`config.mk`:
```
export PLATFORM = sky130hd
export DESIGN_NAME = udc_counter
export DESIGN_NICKNAME = d
export VERILOG_FILES = /design/src/rtl/udc_pkg.sv /design/src/rtl/udc_op_dec.sv /design/src/rtl/udc_term.sv /design/src/rtl/udc_counter.sv
export SDC_FILE = /design/constraint.sdc
export NUM_CORES = 1
export LEC_CHECK = 0
export ABC_AREA = 1
export CORE_AREA = 2 2 39 41
export CTS_BUF_LIST = sky130_fd_sc_hd__clkbuf_8
export CTS_CLUSTER_SIZE = 25
export DETAILED_ROUTE_END_ITERATION = 16
export DIE_AREA = 0 0 41 43
export REMOVE_ABC_BUFFERS = 1
export SETUP_SLACK_MARGIN = 0.02
export SLEW_MARGIN = 25
export SYNTH_ARGS = -nofsm -noshare
export SYNTH_HDL_FRONTEND = slang
export SYNTH_SLANG_ARGS = --single-unit
export TNS_END_PERCENT = 20
```
`constraint.sdc`:
```
create_clock -name clk -period 1.3 [get_ports clk]
set_input_delay 0.26 -clock clk [delete_from_list [all_inputs] [get_ports clk]]
set_output_delay 0.26 -clock clk [all_outputs]
set_load 0.01 [all_outputs]
```
`src/rtl/udc_pkg.sv`:
```
package udc_pkg;
    typedef enum logic [1:0] {
        OP_HOLD = 2'd0,
        OP_LOAD = 2'd1,
        OP_INC  = 2'd2,
        OP_DEC  = 2'd3
    } udc_op_e;

    typedef struct packed {
        logic [15:0] value;
    } udc_state_t;
endpackage

```
`src/rtl/udc_op_dec.sv`:
```
module udc_op_dec
    import udc_pkg::*;
(
    input  logic    load_n,
    input  logic    par_en_n,
    input  logic    trk_en_n,
    input  logic    up_dn,
    output udc_op_e op
);
    always_comb begin
        if (!load_n)
            op = OP_LOAD;
        else if (par_en_n || trk_en_n)
            op = OP_HOLD;
        else if (up_dn)
            op = OP_INC;
        else
            op = OP_DEC;
    end
endmodule

```
`src/rtl/udc_term.sv`:
```
module udc_term #(
    parameter int WIDTH = 4
) (
    input  logic [WIDTH-1:0] cur,
    input  logic             trk_en_n,
    input  logic             up_dn,
    output logic             tc_n
);
    localparam logic [WIDTH-1:0] TOP = {WIDTH{1'b1}};
    localparam logic [WIDTH-1:0] BOT = {WIDTH{1'b0}};

    logic at_end;

    always_comb begin
        at_end = up_dn ? (cur == TOP) : (cur == BOT);
        tc_n   = !(at_end && !trk_en_n);
    end
endmodule

```
`src/rtl/udc_counter.sv`:
```
module udc_counter
    import udc_pkg::*;
#(
    parameter int WIDTH = 4
) (
    input  logic             clk,
    input  logic             rst_n,
    input  logic             load_n,
    input  logic             par_en_n,
    input  logic             trk_en_n,
    input  logic             up_dn,
    input  logic [WIDTH-1:0] din,
    output logic [WIDTH-1:0] count,
    output logic             tc_n
);
    localparam logic [WIDTH-1:0] ONE = {{(WIDTH-1){1'b0}}, 1'b1};

    udc_op_e          op;
    logic [WIDTH-1:0] cnt_d;
    logic [WIDTH-1:0] cnt_q;

    udc_op_dec u_dec (
        .load_n   (load_n),
        .par_en_n (par_en_n),
        .trk_en_n (trk_en_n),
        .up_dn    (up_dn),
        .op       (op)
    );

    always_comb begin
        cnt_d = cnt_q;
        case (op)
            OP_LOAD: cnt_d = din;
            OP_INC:  cnt_d = cnt_q + ONE;
            OP_DEC:  cnt_d = cnt_q - ONE;
            default: cnt_d = cnt_q;
        endcase
    end

    always_ff @(posedge clk or negedge rst_n) begin
        if (!rst_n)
            cnt_q <= '0;
        else
            cnt_q <= cnt_d;
    end

    udc_term #(.WIDTH(WIDTH)) u_term (
        .cur      (cnt_q),
        .trk_en_n (trk_en_n),
        .up_dn    (up_dn),
        .tc_n     (tc_n)
    );

    assign count = cnt_q;

    p_load_r1: assert property (@(posedge clk) disable iff (!rst_n)
        !load_n |=> count == $past(din));

    p_inc_r2: assert property (@(posedge clk) disable iff (!rst_n)
        (load_n && !par_en_n && !trk_en_n && up_dn) |=> count == $past(count) + ONE);

    p_dec_r3: assert property (@(posedge clk) disable iff (!rst_n)
        (load_n && !par_en_n && !trk_en_n && !up_dn) |=> count == $past(count) - ONE);

    p_hold_r4: assert property (@(posedge clk) disable iff (!rst_n)
        (load_n && (par_en_n || trk_en_n)) |=> $stable(count));

    p_tc_gate_r5: assert property (@(posedge clk) disable iff (!rst_n)
        trk_en_n |-> tc_n);

    p_tc_top_r6: assert property (@(posedge clk) disable iff (!rst_n)
        (!trk_en_n && up_dn && count == {WIDTH{1'b1}}) |-> !tc_n);

    p_tc_bot_r6: assert property (@(posedge clk) disable iff (!rst_n)
        (!trk_en_n && !up_dn && count == '0) |-> !tc_n);
endmodule

```
**Yosys cells after proc, flatten, opt, wreduce, memory -nomap -nowiden**

Index checks and enable logic that the tools add are counted.

- Bits in registers: 4
- Input bits: 10
- Word-level logic and storage cells: 18

- Add/subtract/negate cells: 2
- Equality and inequality tests: 4
- Multiplexer cells: 5
- Reduce and logical (&&, ||, !) cells: 6

Operator list:

| kind | count |
|---|---|
| case mux 4 bit (3 select lines) | 1 |
| adder 4 x 1 -> 4 bit (second input constant) | 1 |
| equality test 2 bit (second input constant) | 2 |
| equality test 4 bit (second input constant) | 1 |
| logical NOT 4 bit | 1 |
| 2-to-1 mux 2 bit | 2 |
| subtractor 4 x 1 -> 4 bit (second input constant) | 1 |
| nonzero test 3 bit | 1 |
| equality test 2 x 1 -> 1 bit (second input constant) | 1 |
| logical NOT 1 bit | 2 |
| 2-to-1 mux 1 bit | 2 |
| logical AND 1 bit | 1 |
| logical OR 1 bit | 1 |

**Depth between registers and ports, before layout**

- Depth in word-level cells: 5
- Gate-level depth with buffers: 10
- Gate-level depth less buffers: 10

**Modules after synthesis**

Synthesis repeated with hierarchy kept, for this count alone.

- Cells, all modules: 66
- Area total of the unflattened synthesis: 420.4 sq um

By module, submodules not included:

| module | instances | cells an instance | area each (sq um) |
|---|---|---|---|
| udc_counter | 1 | 49 | 346.6 |
| udc_term | 1 | 12 | 46.3 |
| udc_op_dec | 1 | 5 | 27.5 |

**Worst setup path after synthesis**

OpenSTA, ideal clock, no wires.

- Path type: register -> register
- Start: reg cnt_q[1], in the netlist count[1]
- End: reg cnt_q[2], in the netlist count[2]
- Setup time: 117 ps
- Arrival time: 1,219 ps
- Data required time: 1,183 ps
- Setup slack: -36 ps
- Stages on the path, launching flop included: 10
- Path buffers: 0
- Clock period less this slack: 1,336 ps
- Path through: dfrtp_1 > inv_1 > xor2_1 > ha_1 > nor2_1 > nand4_1 > nand2_1 > nand2_1 > nand3_1 > nand2_1

- Longest elaborated chain between the ends: 2

Ends and longest elaborated chain:

| element | line | RTL |
|---|---|---|
| start: declaration | udc_counter.sv:20 | `logic [WIDTH-1:0] cnt_q;` |
| start signal: assignment | udc_counter.sv:44 | `cnt_q <= cnt_d;` |
| subtractor 4 x 1 -> 4 bit / adder 4 x 1 -> 4 bit (equally long branches) | udc_counter.sv:35, udc_counter.sv:34 |  |
| case mux 4 bit (3 select lines) * | udc_counter.sv:32 | `case (op)` |

Every way passes the cells marked *; elsewhere a longest branch is shown, timed or not.
A chain may end at the register's enable or synchronous reset.

**Worst setup path after layout**

- Start: reg cnt_q[1], in the netlist count[1]
- End: out tc_n

- Longest elaborated chain between the ends: 4

Ends and longest elaborated chain:

| element | line | RTL |
|---|---|---|
| equality test 4 bit / logical NOT 4 bit (equally long branches) | udc_term.sv:15 | `at_end = up_dn ? (cur == TOP) : (cur == BOT);` |
| 2-to-1 mux 1 bit * | udc_term.sv:15 |  |
| logical AND 1 bit * | udc_term.sv:16 | `tc_n = !(at_end && !trk_en_n);` |
| logical NOT 1 bit * | udc_term.sv:16 |  |
| end: declaration | udc_counter.sv:14 | `output logic tc_n` |

Marked as above.

==> metrics.txt <==
Synth Cell Area=between 300 and 400 um^2; synth cell count leaders=19 x nand2_1, 9 x inv_1, 6 x nand3_1; RSZ-0062 raised after global routing=true; family with the most delay on the worst path=flip-flops; Critical Path AT=~1200 ps; overall global routing resource usage=0.152; Post-Synth Adder-Cell Area=0.0370; Post-Synth XOR/XNOR Area=0.0259; CTS tree=done; Hold WC Path Type=input pin to async pin; number of flops mapped to enable cells by yosys=0; core region area=0.00138 mm^2; Final #Nets=100; f_max=slightly below 0.7 GHz; Power, Total=between 0.6 and 0.7 mW; Post-Synthesis Cells=52; CTS buffer count=3; top cells by area, synth=dfrtp_1 30%, nand2_1 21%, inv_1 10%; Seq/Total Area, Yosys=0.296; post-synthesis mux area share=0; fill cell count=151; post-layout util=0.494; largest net degree at the start of global routing=6; vias=442; final number of hold-violating endpoints=0; Tightest Pin Transition=192 ps; clock share of power=0.396; vias in the first global route=between 400 and 500; Unique masters post-synth=14; CP max-delay cell=dfrtp_1; clk root buf=clkbuf_8; Std-Cell Rows=14; Top Ports=15; Pwr Density=964 mW/mm^2; startpoint types=flip-flop; die area=roughly 0.0018 mm^2; Post-Layout Cell Count=103; CP endpoint kind=output port; clock tree sinks=4; period utilization=1.13; Via density=~4.3; initial detailed-routing violation count=3; logic gate share of total power=0.371; Seq. cell area=100 um^2; failing checks=negative setup slack; switching power share of the total=0.280; Cell Int Power=between 0.4 and 0.5 mW; global route overflow=0; Reg2Reg Setup Slack=-120 ps; fin. max-slew vios=0; Hold Slack=~250 ps; Antenna diodes=0; asr flop ratio synth=1.00; die width=roughly 41 um; flops & latches, synth=4; peak supply drop=approximately 550 uV; initial antenna violation count=0; top-area cell type share of the netlist area=0.296; critical path peak fanout=3; global-route wire length before repair=about 1600 um; syn_area_per_cell=about 6.5 um^2; GPL Wtd Cong=approximately 0.83; DRT Wirelength=1060 um; chip height=~43 um; worst path required time=roughly 1000 ps; Synth Flop Type=dfrtp_1; Leak=0.354 nW; clock slew at reported path FFs=roughly 30 ps; Synth Warn #=0; top-count cell post-synth=nand2_1; Initial DRT Pass Iterations=3; cell taking the most area after synthesis=dfrtp_1; Routed WL per cell=~10 um; post-synthesis compound-gate area fraction=0.0926; Area growth syn-to-layout=102%; H-tree levels=1; max incr delay on CP=~390 ps; dpl cells=94; Buf+Inv Stages, Crit Path=3; multi-input logic area=~220 um^2; Port Buffer Count=14; Setup Viol. Count Final=2; Final HPWL DP=about 760 um; Final ANT Viol Nets=0; switching power total=between 0.15 and 0.2 mW; Worst-Skew Late Latency=220 ps; max FFs per register=4; crit path cell chain=inv_2, buf_4, nand3_2, o22ai_1, nand2_1, buf_2; largest family of logic cells by synthesized area=simple AND/OR/NAND/NOR gates; status=complete, but fails checks; design area=approximately 700 um^2; Max clock buf depth=2; min Tclk post-route=approximately 1500 ps; clock skew=around 1.6 ps; max-cap check violation count=0; simple-gate share of the synthesized area=0.426; DP Area=around 600 um^2; Flop pwr share=0.233; DR DRC count=0; Worst Slack Setup Final=-167 ps; layout cell share with drive strength beyond 1=0.414; critical path class=flip-flop to output port; Initial Util=0.244; Slew HR=0.872
==> power groups by stage <==
| stage | Combinational (mW) | Sequential [mW] | Clock [mW] |
|---|---|---|---|
| after floorplan | 0.0763 | 0.160 | 0 |
| after global placement | 0.210 | 0.156 | 0 |
| after detailed placement | 0.210 | 0.155 | 0 |
| after CTS | 0.209 | 0.154 | 0.272 |
| after global routing | 0.267 | 0.156 | 0.286 |
| final | 0.244 | 0.153 | 0.261 |
==> worst paths after layout <==
| check | startpoint | depth (start not counted) | endpoint |
|---|---|---|---|
| setup / recovery | count[1]$_DFFE_PN0P_ | 6 | tc_n |
| hold / removal | rst_n | 1 | count[3]$_DFFE_PN0P_ |
| setup reg to reg | count[1]$_DFFE_PN0P_ | 10 | count[2]$_DFFE_PN0P_ |
| hold reg to reg | count[3]$_DFFE_PN0P_ | 4 | count[3]$_DFFE_PN0P_ |
| max in group asynchronous | rst_n | 1 | count[2]$_DFFE_PN0P_ |
| min in group clk | trk_en_n | 7 | count[2]$_DFFE_PN0P_ |
==> worst reg2reg max path, delay by kind of cell, from the launching register on <==
family / cells / cell delay, ps
and+or+nand+nor: 6 / 440
DFF: 1 / 360
adders and majority gates: 1 / 200
buffers and inverters: 2 / 170
xor gates and xnor gates: 1 / 140
==> placed cells by master (no fill, tap or decap), drive strengths merged, types with 2 or more instances in the layout <==
cell type      count
o211ai             2
clkbuf             4
o21ai              2
dlygate4sd2        4
nor2               3
clkdlybuf4s50      5
buf               20
clkdlybuf4s15      2
nand2             19
inv               11
dfrtp              4
nand3              7
==> metal layers <==
| metal | wire length [um] | GRT usage | up-vias |
|---|---|---|---|
| met5 | 0 | 0 | - |
| met4 | 49 | 0.160 | 0 |
| met3 | 39 | 0.0314 | 4 |
| met2 | 554 | 0.238 | 11 |
| met1 | 416 | 0.145 | 191 |
| li1 | - | - | 236 |
==> final cells by class <==
class                   instances  area share
clock buffers                   3      0.0604
flip-flops and latches          4       0.147
inverters                      11      0.0604
repair buffers                 32       0.383
multi-input cells              37       0.321
well taps                      16      0.0293
==> metrics by stage <==
step | TNS, ps | worst slack (ps)
CTS | -231 | -121
global placement | -1670 | -535
finish | -290 | -167
detailed placement | -1690 | -554
global route | -502 | -251
floorplan | -36.0 | -36.0
==> cells by family (layout without fill, tap and decap cells) <==
family          Yosys count  after routing
flops                     4              4
compound gates            5              5
xor+xnor                  1              1
simple gates             30             30
buf+inv                  11             46
fa+ha+maj                 1              1
==> timing repair <==
item,CTS,global route
resized for setup,18,7
gates cloned,0,0
endpoints found under the setup margin,8,3
pin swaps,4,8
hold buffers,0,0
setup buffers,2,4
No activity file was read; power rests on OpenSTA's default activity.
